===== config.mk =====
export PLATFORM = sky130hd
export DESIGN_NAME = mii_rx_parser
export DESIGN_NICKNAME = d
export VERILOG_FILES = /design/src/rtl/mii_rx_pkg.sv /design/src/rtl/mii_nibble_asm.sv /design/src/rtl/mii_rx_crc.sv /design/src/rtl/mii_rx_hold.sv /design/src/rtl/mii_addr_filter.sv /design/src/rtl/mii_rx_parser.sv
export SDC_FILE = /design/constraint.sdc
export NUM_CORES = 1
export LEC_CHECK = 0
export ABC_CLOCK_PERIOD_IN_PS = 3000
export BUFFER_PORTS_ARGS = -buffer_cell sky130_fd_sc_hd__buf_2
export CAP_MARGIN = 20
export CORE_ASPECT_RATIO = 0.9
export CORE_MARGIN = 1.5
export CORE_UTILIZATION = 40
export CTS_CLUSTER_DIAMETER = 200
export DETAILED_ROUTE_END_ITERATION = 8
export GPL_ROUTABILITY_DRIVEN = 0
export HOLD_SLACK_MARGIN = 0.12
export PLACE_DENSITY = 0.59
export SLEW_MARGIN = 25
export SYNTH_ARGS = -nofsm -noshare
export SYNTH_HDL_FRONTEND = slang
export SYNTH_SLANG_ARGS = --single-unit

===== constraint.sdc =====
create_clock -name clk -period 3 [get_ports clk]
set_input_delay 0 -clock clk [delete_from_list [all_inputs] [get_ports clk]]
set_output_delay 0 -clock clk [all_outputs]
set_load 0.01 [all_outputs]

===== src/rtl/mii_rx_pkg.sv =====
package mii_rx_pkg;

  localparam int ADDR_BYTES = 6;
  localparam logic [3:0] PRE_NIB = 4'h5;
  localparam logic [3:0] SFD_NIB = 4'hD;
  localparam logic [31:0] CRC_POLY_R = 32'hEDB88320;
  localparam logic [31:0] CRC_GOOD_R = 32'hDEBB20E3;

  typedef enum logic [3:0] {
    S_HALT, S_IDLE, S_PRE, S_SFDW, S_DEST, S_DATA,
    S_ERRN, S_DRAIN, S_ENDR, S_DISC, S_ILLC
  } rx_state_e;

  // one byte through the reflected CRC-32 register, bit 0 first
  function automatic logic [31:0] crc32_step(input logic [31:0] c, input logic [7:0] d);
    logic [31:0] r;
    r = c;
    for (int b = 0; b < 8; b++) begin
      if (r[0] ^ d[b]) r = (r >> 1) ^ CRC_POLY_R;
      else             r = r >> 1;
    end
    return r;
  endfunction

  function automatic logic addr_is_bcast(input logic [8*ADDR_BYTES-1:0] da);
    return &da;
  endfunction

  function automatic logic addr_is_mcast(input logic [8*ADDR_BYTES-1:0] da);
    return da[0];
  endfunction

endpackage


===== src/rtl/mii_nibble_asm.sv =====
module mii_nibble_asm (
  input  logic       clk,
  input  logic       rst_n,
  input  logic       clr,
  input  logic       nib_en,
  input  logic [3:0] nib,
  output logic       byte_stb,
  output logic [7:0] byte_data,
  output logic       half
);
  logic       half_q;
  logic [3:0] lo_q;

  always_ff @(posedge clk) begin
    if (!rst_n) begin
      half_q <= 1'b0;
      lo_q   <= 4'h0;
    end else if (clr) begin
      half_q <= 1'b0;
    end else if (nib_en) begin
      if (!half_q) lo_q <= nib;
      half_q <= ~half_q;
    end
  end

  assign byte_stb  = nib_en && half_q && !clr;
  assign byte_data = {nib, lo_q};
  assign half      = half_q;
endmodule


===== src/rtl/mii_rx_crc.sv =====
module mii_rx_crc
  import mii_rx_pkg::*;
(
  input  logic       clk,
  input  logic       rst_n,
  input  logic       init,
  input  logic       byte_stb,
  input  logic [7:0] byte_data,
  output logic       crc_ok
);
  logic [31:0] crc_q;

  always_ff @(posedge clk) begin
    if (!rst_n)        crc_q <= '1;
    else if (init)     crc_q <= '1;
    else if (byte_stb) crc_q <= crc32_step(crc_q, byte_data);
  end

  assign crc_ok = (crc_q == CRC_GOOD_R);
endmodule


===== src/rtl/mii_rx_hold.sv =====
module mii_rx_hold #(
  parameter int DEPTH = 6,
  parameter int W     = 8
) (
  input  logic               clk,
  input  logic               rst_n,
  input  logic               clr,
  input  logic               push,
  input  logic               drain,
  input  logic [W-1:0]       din,
  output logic [W-1:0]       dout,
  output logic [DEPTH*W-1:0] flat,
  output logic               full
);
  localparam int FW = $clog2(DEPTH + 1);

  logic [W-1:0] slot_q [DEPTH];
  logic [FW-1:0] fill_q;
  logic shift;

  assign shift = push || drain;

  for (genvar i = 0; i < DEPTH; i++) begin : g_slot
    if (i == 0) begin : g_head
      always_ff @(posedge clk) begin
        if (!rst_n)     slot_q[i] <= '0;
        else if (shift) slot_q[i] <= push ? din : '0;
      end
    end else begin : g_body
      always_ff @(posedge clk) begin
        if (!rst_n)     slot_q[i] <= '0;
        else if (shift) slot_q[i] <= slot_q[i-1];
      end
    end
    // oldest byte lands in the lowest lane
    assign flat[i*W +: W] = slot_q[DEPTH-1-i];
  end

  always_ff @(posedge clk) begin
    if (!rst_n)                              fill_q <= '0;
    else if (clr)                            fill_q <= '0;
    else if (push && fill_q != FW'(DEPTH))   fill_q <= fill_q + 1'b1;
  end

  assign full = (fill_q == FW'(DEPTH));
  assign dout = slot_q[DEPTH-1];
endmodule


===== src/rtl/mii_addr_filter.sv =====
module mii_addr_filter
  import mii_rx_pkg::*;
(
  input  logic [8*ADDR_BYTES-1:0] da,
  input  logic [8*ADDR_BYTES-1:0] own,
  input  logic                    promisc,
  output logic                    accept
);
  logic hit_own, hit_bc, hit_mc;

  assign hit_own = (da == own);
  assign hit_bc  = addr_is_bcast(da);
  assign hit_mc  = addr_is_mcast(da);
  assign accept  = promisc || hit_own || hit_bc || hit_mc;
endmodule


===== src/rtl/mii_rx_parser.sv =====
module mii_rx_parser
  import mii_rx_pkg::*;
#(
  parameter int PRE_MIN   = 4,
  parameter int MIN_FRAME = 64
) (
  input  logic        clk,
  input  logic        rst_n,
  input  logic        rx_en,
  input  logic        promisc,
  input  logic [47:0] own_addr,
  input  logic [3:0]  mii_rxd,
  input  logic        mii_rxdv,
  input  logic        mii_rxer,
  output logic        out_valid,
  output logic [7:0]  out_data,
  output logic        out_sof,
  output logic        out_eof,
  output logic        out_err,
  output logic        illegal_carrier
);
  localparam int PW    = $clog2(PRE_MIN + 1);
  localparam int CW    = $clog2(MIN_FRAME + 1);
  localparam int AW    = 8 * ADDR_BYTES;

  rx_state_e state_q, state_d;
  logic [PW-1:0] pre_cnt_q;
  logic [CW-1:0] byte_cnt_q;
  logic          err_rx_q, dribble_q, first_pend_q, drain_cnt_q;

  // named internal events
  logic in_frame, nib_en, byte_stb, half, sfd_hit, illegal_ev;
  logic emit, accept, hold_full, crc_ok, runt, frame_end;
  logic [7:0] byte_data, hold_out;
  logic [AW-1:0] da_flat;

  assign in_frame = (state_q == S_DEST) || (state_q == S_DATA) || (state_q == S_ERRN);
  assign nib_en   = mii_rxdv && in_frame;
  assign frame_end = ((state_q == S_DATA) || (state_q == S_ERRN)) && !mii_rxdv;

  mii_nibble_asm u_asm (
    .clk(clk), .rst_n(rst_n), .clr(!in_frame), .nib_en(nib_en), .nib(mii_rxd),
    .byte_stb(byte_stb), .byte_data(byte_data), .half(half)
  );

  mii_rx_crc u_crc (
    .clk(clk), .rst_n(rst_n), .init(sfd_hit), .byte_stb(byte_stb),
    .byte_data(byte_data), .crc_ok(crc_ok)
  );

  mii_rx_hold #(.DEPTH(ADDR_BYTES), .W(8)) u_hold (
    .clk(clk), .rst_n(rst_n), .clr(sfd_hit), .push(byte_stb),
    .drain(state_q == S_DRAIN), .din(byte_data), .dout(hold_out),
    .flat(da_flat), .full(hold_full)
  );

  mii_addr_filter u_filt (
    .da(da_flat), .own(own_addr), .promisc(promisc), .accept(accept)
  );

  assign emit = (byte_stb && hold_full && ((state_q == S_DATA) || (state_q == S_ERRN)))
             || (state_q == S_DRAIN);
  assign runt = (byte_cnt_q != CW'(MIN_FRAME));

  // next-state logic
  always_comb begin
    state_d    = state_q;
    sfd_hit    = 1'b0;
    illegal_ev = 1'b0;
    case (state_q)
      S_HALT: if (rx_en) state_d = S_IDLE;
      S_IDLE: begin
        if (mii_rxdv) begin
          if (!mii_rxer && mii_rxd == PRE_NIB) state_d = S_PRE;
          else begin illegal_ev = 1'b1; state_d = S_ILLC; end
        end
      end
      S_PRE: begin
        if (!mii_rxdv || mii_rxer || mii_rxd != PRE_NIB) begin
          illegal_ev = 1'b1; state_d = S_ILLC;
        end else if (pre_cnt_q == PW'(PRE_MIN - 1)) begin
          state_d = S_SFDW;
        end
      end
      S_SFDW: begin
        if (!mii_rxdv || mii_rxer) begin
          illegal_ev = 1'b1; state_d = S_ILLC;
        end else if (mii_rxd == SFD_NIB) begin
          sfd_hit = 1'b1; state_d = S_DEST;
        end else if (mii_rxd != PRE_NIB) begin
          illegal_ev = 1'b1; state_d = S_ILLC;
        end
      end
      S_DEST: begin
        if (hold_full)      state_d = !accept ? S_DISC : (err_rx_q ? S_ERRN : S_DATA);
        else if (!mii_rxdv) state_d = S_IDLE;
      end
      S_DATA: begin
        if (!mii_rxdv)    state_d = S_DRAIN;
        else if (mii_rxer) state_d = S_ERRN;
      end
      S_ERRN:  if (!mii_rxdv) state_d = S_DRAIN;
      S_DRAIN: if (drain_cnt_q) state_d = S_ENDR;
      S_ENDR:  state_d = S_IDLE;
      S_DISC:  if (!mii_rxdv) state_d = S_IDLE;
      S_ILLC:  if (!mii_rxdv) state_d = S_IDLE;
      default: state_d = S_HALT;
    endcase
    if (!rx_en) state_d = S_HALT;
  end

  always_ff @(posedge clk) begin
    if (!rst_n) begin
      state_q      <= S_HALT;
      pre_cnt_q    <= '0;
      byte_cnt_q   <= '0;
      err_rx_q     <= 1'b0;
      dribble_q    <= 1'b0;
      first_pend_q <= 1'b0;
      drain_cnt_q  <= 1'b0;
    end else begin
      state_q <= state_d;
      if (state_q == S_IDLE)                  pre_cnt_q <= PW'(1);
      else if (state_q == S_PRE && mii_rxdv)  pre_cnt_q <= pre_cnt_q + 1'b1;

      if (sfd_hit)                                  byte_cnt_q <= '0;
      else if (byte_stb && byte_cnt_q != CW'(MIN_FRAME)) byte_cnt_q <= byte_cnt_q + 1'b1;

      if (sfd_hit)                          err_rx_q <= 1'b0;
      else if (nib_en && mii_rxer)          err_rx_q <= 1'b1;

      if (sfd_hit)         dribble_q <= 1'b0;
      else if (frame_end)  dribble_q <= half;

      if (sfd_hit)   first_pend_q <= 1'b1;
      else if (emit) first_pend_q <= 1'b0;

      drain_cnt_q <= (state_q == S_DRAIN) ? ~drain_cnt_q : 1'b0;
    end
  end

  // registered output stage
  always_ff @(posedge clk) begin
    if (!rst_n) begin
      out_valid       <= 1'b0;
      out_data        <= 8'h00;
      out_sof         <= 1'b0;
      out_eof         <= 1'b0;
      out_err         <= 1'b0;
      illegal_carrier <= 1'b0;
    end else begin
      out_valid       <= rx_en && emit;
      out_data        <= emit ? hold_out : 8'h00;
      out_sof         <= rx_en && emit && first_pend_q;
      out_eof         <= rx_en && (state_q == S_ENDR);
      out_err         <= rx_en && (state_q == S_ENDR) && (err_rx_q || dribble_q || runt || !crc_ok);
      illegal_carrier <= rx_en && illegal_ev;
    end
  end


  halt_quiet_chk: assert property (@(posedge clk) disable iff (!rst_n)
    !rx_en |=> (state_q == S_HALT) && !out_valid && !out_eof && !illegal_carrier);


  eof_alone_chk: assert property (@(posedge clk) disable iff (!rst_n)
    out_eof |-> !out_valid);


  err_with_eof_chk: assert property (@(posedge clk) disable iff (!rst_n)
    out_err |-> out_eof);


  sof_with_data_chk: assert property (@(posedge clk) disable iff (!rst_n)
    out_sof |-> out_valid);


  illegal_pulse_chk: assert property (@(posedge clk) disable iff (!rst_n)
    illegal_carrier |=> !illegal_carrier);


  drop_quiet_chk: assert property (@(posedge clk) disable iff (!rst_n)
    (state_q == S_DISC) |-> !out_valid && !out_eof);


  emit_after_addr_chk: assert property (@(posedge clk) disable iff (!rst_n)
    (byte_stb && (state_q == S_DEST)) |-> !emit);

endmodule


==> results of run 1 <==
cells by family after synthesis:
logic type               count (synthesis)  synth area share (%)
AND/OR/NAND/NOR                        214                  19.6
XOR/XNOR                               125                  19.8
buffers and inverters                   38                  2.35
AO/OA/AOI/OAI                           85                  9.65
multiplexers                             4                 0.654
flip-flops                             119                  46.8
adder cells (fa/ha/maj)                  6                  1.23
per-stage QoR:
step                      power, uW  util, %
after global placement         2050     45.1
after CTS                      4070     50.0
final                          4040     50.0
after detailed placement       2060     45.1
after floorplan                1950        -
after global routing           4180     50.0
power by group through the flow:
stage	Clock [uW]	Combinational, uW	Sequential [uW]
2_1_floorplan	0	194	1760
3_3_place_gp	0	281	1770
3_5_place_dp	0	285	1770
4_1_cts	2040	298	1740
5_1_grt	2110	324	1740
6_report	2000	298	1740
timing repair:
action | in CTS | in global routing
hold buffers | 14 | 0
hold endpoints to repair | 23 | 0
setup buffers | 0 | 0
state kept, by name (all words and copies together) (netlist names):
name	flops
illegal_carrier	1
out_sof	1
drain_cnt_q	1
u_asm.half	1
u_hold.slot_q	48
u_asm.lo_q	4
u_crc.crc_q	32
dribble_q	1
first_pend_q	1
out_data	8
err_rx_q	1
out_valid	1
out_err	1
byte_cnt_q	7
pre_cnt_q	3
out_eof	1
state_q	4
u_hold.fill_q	3
path summary, 6_finish.rpt:
check               start       endpoint  slack, ns
max            state_q[2]  u_asm.lo_q[1]       0.56
min          own_addr[18]     state_q[1]       0.16
max reg2reg    state_q[2]  u_asm.lo_q[1]       0.56
min reg2reg  first_pend_q        out_sof       0.48
Yosys cell counts (3+ instances only):
cell	instances
o21ai_1	3
nand3b_1	3
inv_1	9
and2_1	44
ha_1	6
nand2_1	46
or2_2	3
o21a_1	3
nand4b_1	3
o21ai_0	9
mux2i_1	4
nor3_1	4
nor2b_1	12
and3_1	22
edfxtp_1	48
dfxtp_1	71
xnor2_1	89
a21oi_1	15
xor2_1	26
nor2_1	25
nand4_1	17
o211ai_1	33
nand3_1	7
nor4_1	8
clkbuf_1	27
xnor2_2	5
nand2b_1	4
layer usage:
metal,wire [um],global-route usage (%)
met5,0,0
met4,262,6.86
met3,561,4.23
met2,6570,29.5
met1,6720,24.8
area by class of cell:
type	instances	share of cell area [%]
multi-input cells	434	42.2
flip-flops and latches	119	38.6
repair buffers	91	7.50
clock buffers	18	5.93
well taps	198	3.34
clock inverters	14	1.98
inverters	9	0.456
worst min-delay path: cells and delay by family:
family | cells | cell delay (ns)
AOI/OAI and AO/OA | 1 | 0.10
xor gates and xnor gates | 1 | 0.06
buffers and inverters | 1 | 0.09
and+or+nand+nor | 3 | 0.27
==> results.json, run 1 <==
{
  "status": "finished, final reports clean",
  "skew_ns": 0.00770,
  "ys_warn_count": 0,
  "drt_wl_total_um": 14100,
  "coreArea_um2": 14800,
  "antenna_found_initial": 0,
  "grt_pass1_wl_um": 22900,
  "multi_input_area_um2": 3120,
  "cts_buffer_depth": 2,
  "power_frac_comb_pct": 7.4,
  "max_freq_ghz": 0.411,
  "layout_common_cells": "xnor2_1, dfxtp_1, buf_2, edfxtp_1, nand2_1",
  "cts_resized": 0,
  "syn_area_per_cell_um2": 10.4,
  "synth_area_leaders": "edfxtp_1, dfxtp_1, xnor2_1, and2_1, o211ai_1",
  "slew_headroom_pct": 48.3,
  "p_int_uw": 3100,
  "rsz0062_at_grt": "no",
  "rr_worst_depth": 6,
  "die_y_um": 120,
  "antenna_cells": 0,
  "drive_gt1_share_pct": 18.2,
  "path_class": "reg2reg",
  "syn-instance-count": 591,
  "p_clk_share_pct": 49.6,
  "clock_tree.root_cell": "clkbuf_16",
  "yosysUniqueCellTypes": 62,
  "die_w_um": 133,
  "htree_num_levels": 4,
  "cts_inserted_buffers": 17,
  "fin_crit_ns": 2.44,
  "ys_seq_area_share_pct": 46.8,
  "finalNetCount": 736,
  "crit_fanout": 21,
  "seq_area_um2": 2860,
  "setup-tns-final_ns": 0,
  "dpl-instance-area_um2": 6680,
  "finalMaxSlewViolations": 0,
  "fin_crit_sh_pct": 81.2,
  "clk_pin_slew_worst_paths_ns": 0.05,
  "hold_class": "in2reg",
  "maxCapViolations": 0,
  "slowest_stage": "dfxtp_1",
  "design_area_um2": 7410,
  "cts_tree": "done",
  "finalNonFillerCells": 883,
  "setup_violations": 0,
  "cts_sinks": 119,
  "crit_arrival_ns": 2.74,
  "io_buffer_count": 70,
  "clock_latency_ns": 0.42,
  "netlist_area_um2": 6120,
  "hpwl_um": 9990,
  "dr_total_vias": 4549,
  "synth.top_cell.area_share_pct": 23.6,
  "cp_cell_sequence": "nand2b_1 -> a21oi_1 -> nand3b_1 -> mux2i_1 -> nor2b_1 -> dlygate4sd3_1",
  "wl_per_cell_um": 16.0,
  "drcViolationCount": 0,
  "viasPerCell": 5.15,
  "ant_nets": 0,
  "final_common_cell": "xnor2_1",
  "async_reset_ff_share_pct": 0,
  "grt_max_degree": 65,
  "grt_pass1_vias": 4507,
  "synth_flop_cell": "dfxtp_1",
  "hold_depth": 6,
  "fillers": 1403,
  "vdd_drop_max_mv": 0.427,
  "ys_ff_latch": 119,
  "dp_slack_ns": 0.711,
  "start_kind": "register",
  "rows": 42,
  "start_util_pct": 41.3,
  "critPathCaptureType": "register",
  "crit_family": "flip-flops",
  "io_pins": 71,
  "synth_top_area_cell": "edfxtp_1",
  "worst_pin_slew_ns": 0.756,
  "path_buf_inv": 1,
  "path_depth": 6,
  "required_ns": 3.30,
  "overflow": 0,
  "p_sw_share_pct": 23.3,
  "synth_fp_nets": 655,
  "dieArea_um2": 16000,
  "final_hold_viol_count": 0,
  "dr.pass1.iters": 5,
  "synth_edf_count": 48,
  "hold_slack_ns": 0.156,
  "p_sw_uw": 942,
  "powerDensity_nw_per_um2": 545,
  "cp_slowest_stage_delay_ns": 0.72,
  "p_seq_share_pct": 43.0,
  "dp_cells": 837,
  "area_delta_synth_final_pct": 21.1,
  "leakage_uw": 0.00302,
  "setup_slack_ns": 0.565,
  "track_usage_pct": 18.6,
  "dr.first_iter.drc_count": 327
}
Note: power is estimated with default switching activity, not from simulation.
==> inputs of run 2 (changes only) <==
--- a/config.mk
+++ b/config.mk
@@ -5,7 +5,7 @@
 export SDC_FILE = /design/constraint.sdc
 export NUM_CORES = 1
 export LEC_CHECK = 0
-export ABC_CLOCK_PERIOD_IN_PS = 3000
+export ABC_CLOCK_PERIOD_IN_PS = 2100
 export BUFFER_PORTS_ARGS = -buffer_cell sky130_fd_sc_hd__buf_2
 export CAP_MARGIN = 20
 export CORE_ASPECT_RATIO = 0.9
==> constraint.sdc (replaced) <==
create_clock -name clk -period 2.1 [get_ports clk]
set_input_delay 0 -clock clk [delete_from_list [all_inputs] [get_ports clk]]
set_output_delay 0 -clock clk [all_outputs]
set_load 0.01 [all_outputs]
==> results.json, run 2 (synthesis results as in run 1) <==
{
  "status": "finished, final reports clean",
  "leakage_uw": 0.00312,
  "dieArea_um2": 16000,
  "largest_reg_flops": 48,
  "crit_arrival_ns": 2.26,
  "clk_pin_slew_worst_paths_ns": 0.06,
  "final_hold_viol_count": 0,
  "dr_total_vias": 4650,
  "dr.first_iter.drc_count": 483,
  "maxCapViolations": 0,
  "ant_nets": 0,
  "whs_endpoint": "err_rx_q",
  "power.total_uw": 5790,
  "clock_latency_ns": 0.42,
  "max_flop_register": "u_hold.slot_q",
  "cts_tree": "done",
  "rsz0062_at_grt": "no",
  "cts_sinks": 119,
  "antenna_found_initial": 0,
  "start_util_pct": 41.3,
  "io_buffer_count": 70,
  "rr_worst_depth": 7,
  "rr_endpoint": "state_q[2]",
  "die_y_um": 120,
  "cts_buffer_depth": 2,
  "viasPerCell": 5.15,
  "worstHoldStart": "mii_rxdv",
  "coreArea_um2": 14800,
  "grt_pass1_wl_um": 23700,
  "dr.pass1.iters": 5,
  "setup-tns-final_ns": 0,
  "finalMaxSlewViolations": 0,
  "grt_max_degree": 65,
  "finalNetCount": 756,
  "fin_crit_sh_pct": 93.1,
  "hpwl_um": 10600,
  "ff2ff_setup_slack_ns": 0.15,
  "die_w_um": 133,
  "htree_num_levels": 4,
  "grt_pass1_vias": 4588,
  "reg2reg_from": "pre_cnt_q[0]",
  "path_class": "reg2reg",
  "slew_headroom_pct": 59.6,
  "critPathCaptureType": "register",
  "antenna_cells": 0,
  "overflow": 0,
  "fin_crit_ns": 1.95,
  "rows": 42,
  "worst_pin_slew_ns": 0.601,
  "drcViolationCount": 0,
  "drt_wl_total_um": 14600,
  "vdd_drop_max_mv": 0.506,
  "final_common_cell": "xnor2_1",
  "crit_fanout": 4,
  "hold_depth": 4,
  "post_cts_buffers": 0,
  "layout_common_cells": "xnor2_1, dfxtp_1, buf_2, edfxtp_1, nand2_1",
  "io_pins": 71,
  "top_regs": "u_hold.slot_q (48), u_crc.crc_q (32), out_data (8)",
  "area_delta_synth_final_pct": 24.2,
  "hold_class": "in2reg",
  "max_freq_ghz": 0.512,
  "start_kind": "register",
  "cts_inserted_buffers": 17,
  "required_ns": 2.40,
  "powerDensity_nw_per_um2": 762,
  "clock_tree.root_cell": "clkbuf_16",
  "wl_per_cell_um": 16.2,
  "track_usage_pct": 19.3,
  "skew_ns": 0.00664,
  "setup_violations": 0,
  "drive_gt1_share_pct": 21.7
}
[run 2: report_power, final]
part	switching (uW)	internal, uW
registers	34.3	2440
clock network	1160	1690
logic	235	228
total	1430	4350
[run 2: area by class of cell]
cell class | count | area, um2
clock buffers | 18 | 439
clock inverters | 14 | 139
fillers | 1400 | 7220
inverters | 9 | 33.8
multi-input cells | 434 | 3140
flip-flops and latches | 119 | 2860
well taps | 198 | 248
repair buffers | 111 | 741
[run 2: timing repair]
item / in CTS / in global routing
hold endpoints to repair: 23 / 0
gates resized for setup: 0 / 2
endpoints found under the setup margin: 0 / 1
hold buffers: 8 / 0
[run 2: how the worst max path moves through the flow]
stage,endpoint,startpoint,depth (start not counted)
after floorplan,u_hold.slot_q[0][0],state_q[0],6
after global placement,state_q[0],u_hold.slot_q[5][1],6
after detailed placement,state_q[2],pre_cnt_q[0],7
after CTS,state_q[2],pre_cnt_q[0],7
after global routing,state_q[2],pre_cnt_q[0],7
final,state_q[2],pre_cnt_q[0],7
[run 2: worst max-delay path: stages (launching register included)]
cell       delay, ns
dfxtp_1         0.33
ha_1            0.22
ha_1            0.17
a2111oi_0       0.42
buf_4           0.19
or2_2           0.13
nor2_1          0.05
a221o_1         0.33
[run 2: metal layers]
metal	track usage, %	vias to the layer above	wire (um)
li1	-	2286	-
met1	25.9	2237	6850
met2	30.8	110	6910
met3	3.98	17	655
met4	7.27	0	208
met5	0	-	0
[run 2: per-stage QoR]
step	utilization (%)	hold slack (ns)	setup WS [ns]	area, um2	instances
floorplan	-	0.158	0.0877	6130	591
global placement	46.8	0.265	0.185	6940	863
detailed placement	46.8	0.264	0.164	6940	863
CTS	51.2	0.120	0.136	7590	903
global route	51.3	0.147	0.0383	7600	903
finish	51.3	0.145	0.146	7600	903
==> inputs of run 3 (changes only) <==
--- a/config.mk
+++ b/config.mk
@@ -16,6 +16,7 @@
 export GPL_ROUTABILITY_DRIVEN = 0
 export HOLD_SLACK_MARGIN = 0.12
 export PLACE_DENSITY = 0.59
+export SETUP_SLACK_MARGIN = 0.3
 export SLEW_MARGIN = 25
 export SYNTH_ARGS = -nofsm -noshare
 export SYNTH_HDL_FRONTEND = slang
==> results.json, run 3 (synthesis results as in run 1) <==
{
  "wl_per_cell_um": 16.6,
  "final_common_cell": "xnor2_1",
  "setup_slack_ns": 0.353,
  "coreArea_um2": 14800,
  "hold_class": "in2reg",
  "max_flop_register": "u_hold.slot_q",
  "cts_tree": "done",
  "crit_fanout": 3,
  "htree_num_levels": 4,
  "reg2reg_from": "u_hold.slot_q[5][1]",
  "cp_cell_sequence": "xnor2_1 -> nand4_1 -> nor4_2 -> buf_4 -> and4_1 -> o221ai_2",
  "antenna_found_initial": 0,
  "max_freq_ghz": 0.572,
  "clock_latency_ns": 0.42,
  "start_util_pct": 41.3,
  "layout_common_cells": "xnor2_1, buf_2, dfxtp_1, edfxtp_1, nand2_1",
  "ant_nets": 0,
  "io_pins": 71,
  "rr_endpoint": "state_q[0]",
  "start_kind": "register",
  "leakage_uw": 0.00326,
  "drive_gt1_share_pct": 25.4,
  "powerDensity_nw_per_um2": 734,
  "grt_pass1_vias": 4687,
  "dr_total_vias": 4609,
  "cp_slowest_stage_delay_ns": 0.41,
  "cts_sinks": 119,
  "dr.first_iter.drc_count": 392,
  "cp-startpoint": "u_hold.slot_q[5][1]",
  "overflow": 0,
  "slowest_stage": "edfxtp_1",
  "path_class": "reg2reg",
  "path_depth": 6,
  "setup-tns-final_ns": 0,
  "die_y_um": 120,
  "area_delta_synth_final_pct": 30.6,
  "io_buffer_count": 70,
  "crit_family": "simple AND/OR/NAND/NOR gates",
  "final_hold_viol_count": 0,
  "skew_ns": 0.00655,
  "cts_inserted_buffers": 17,
  "drcViolationCount": 0,
  "antenna_cells": 0,
  "rsz0062_at_grt": "yes",
  "required_ns": 2.38,
  "finalNonFillerCells": 911,
  "clk_pin_slew_worst_paths_ns": 0.06,
  "vdd_drop_max_mv": 0.574,
  "maxCapViolations": 0,
  "crit_arrival_ns": 2.03,
  "rr_worst_depth": 6,
  "clock_tree.root_cell": "clkbuf_16",
  "path_buf_inv": 1,
  "finalMaxSlewViolations": 0,
  "die_w_um": 133,
  "setup_violations": 0,
  "finalNetCount": 764,
  "hold_slack_ns": 0.151,
  "viasPerCell": 5.06,
  "drt_wl_total_um": 15200,
  "grt_max_degree": 49,
  "slew_headroom_pct": 68.6,
  "endpoint": "state_q[0]",
  "rows": 42,
  "critPathCaptureType": "register",
  "dp_cells": 856,
  "grt_pass1_wl_um": 24100,
  "top_regs": "u_hold.slot_q (48), u_crc.crc_q (32), out_data (8)",
  "ff2ff_setup_slack_ns": 0.35,
  "dr.pass1.iters": 4,
  "dieArea_um2": 16000,
  "fin_crit_ns": 1.75,
  "dp_slack_ns": 0.163,
  "fin_util_pct": 53.9,
  "track_usage_pct": 19.8,
  "largest_reg_flops": 48,
  "fin_crit_sh_pct": 83.2,
  "worst_pin_slew_ns": 0.471,
  "cts_buffer_depth": 2,
  "hpwl_um": 10400,
  "status": "finished, final reports clean"
}
==> run 3: changes by cell type in the layout (fill, tap and decap cells not counted), moves of 4 or more <==
| cell | previous run | this run |
|---|---|---|
| xnor2_2 | 5 | 9 |
| dfxtp_2 | 0 | 4 |
| clkinvlp_4 | 3 | 7 |
| nor4_1 | 8 | 3 |
| dlygate4sd3_1 | 8 | 15 |
| dfxtp_1 | 71 | 66 |
| xnor2_1 | 89 | 81 |
| xnor2_4 | 2 | 6 |
| nor4_2 | 0 | 4 |
| inv_6 | 6 | 2 |
==> run 3: area by class of cell <==
type / instances / area [um2]
clock buffers: 18 / 439
clock inverters: 14 / 151
fillers: 1300 / 6830
inverters: 9 / 33.8
multi-input cells: 434 / 3390
flip-flops and latches: 119 / 2870
well taps: 198 / 248
repair buffers: 119 / 853
==> run 3: per-layer routing <==
| layer | up-vias | wire length, um | global-route usage (%) |
|---|---|---|---|
| met5 | - | 0 | 0 |
| met4 | 0 | 215 | 7.47 |
| met3 | 21 | 691 | 4.19 |
| met2 | 94 | 7220 | 31.1 |
| met1 | 2196 | 7030 | 26.9 |
| li1 | 2298 | - | - |
==> run 3: worst min-delay path by stage <==
stage / startpoint / to / cells after the start
final: own_addr[4] / state_q[1] / 6
after global routing: mii_rxdv / err_rx_q / 4
after CTS: own_addr[0] / state_q[1] / 6
after detailed placement: rx_en / out_valid / 2
after global placement: rx_en / out_valid / 2
after floorplan: mii_rxer / err_rx_q / 2
==> run 3: worst register-to-register path, delay by kind of cell (launching register included) <==
kind                   cells  cell delay, ns
AO/OA/AOI/OAI              1            0.10
flip-flops                 1            0.41
buffers and inverters      1            0.17
AND/OR/NAND/NOR            3            0.65
XOR/XNOR                   1            0.27
==> run 3: report_power, final <==
part | switching, uW | internal [uW]
registers | 39.6 | 2440
clock network | 1100 | 1780
logic | 253 | 248
total | 1390 | 4470
==> run 3: per-stage QoR <==
stage                     total power (uW)  area, um2
after floorplan                       2790       6170
after global routing                  6060       7990
after CTS                             5880       7800
final                                 5860       7990
after global placement                2960       6880
after detailed placement              2970       6880
==> run 3: repair_timing <==
action	4_1_cts	5_1_grt
setup endpoints to repair	59	53
endpoints found under the hold margin	23	0
pin swaps	4	17
resized for setup	18	27
hold buffers	15	0
setup buffers	5	2
gates cloned	1	0
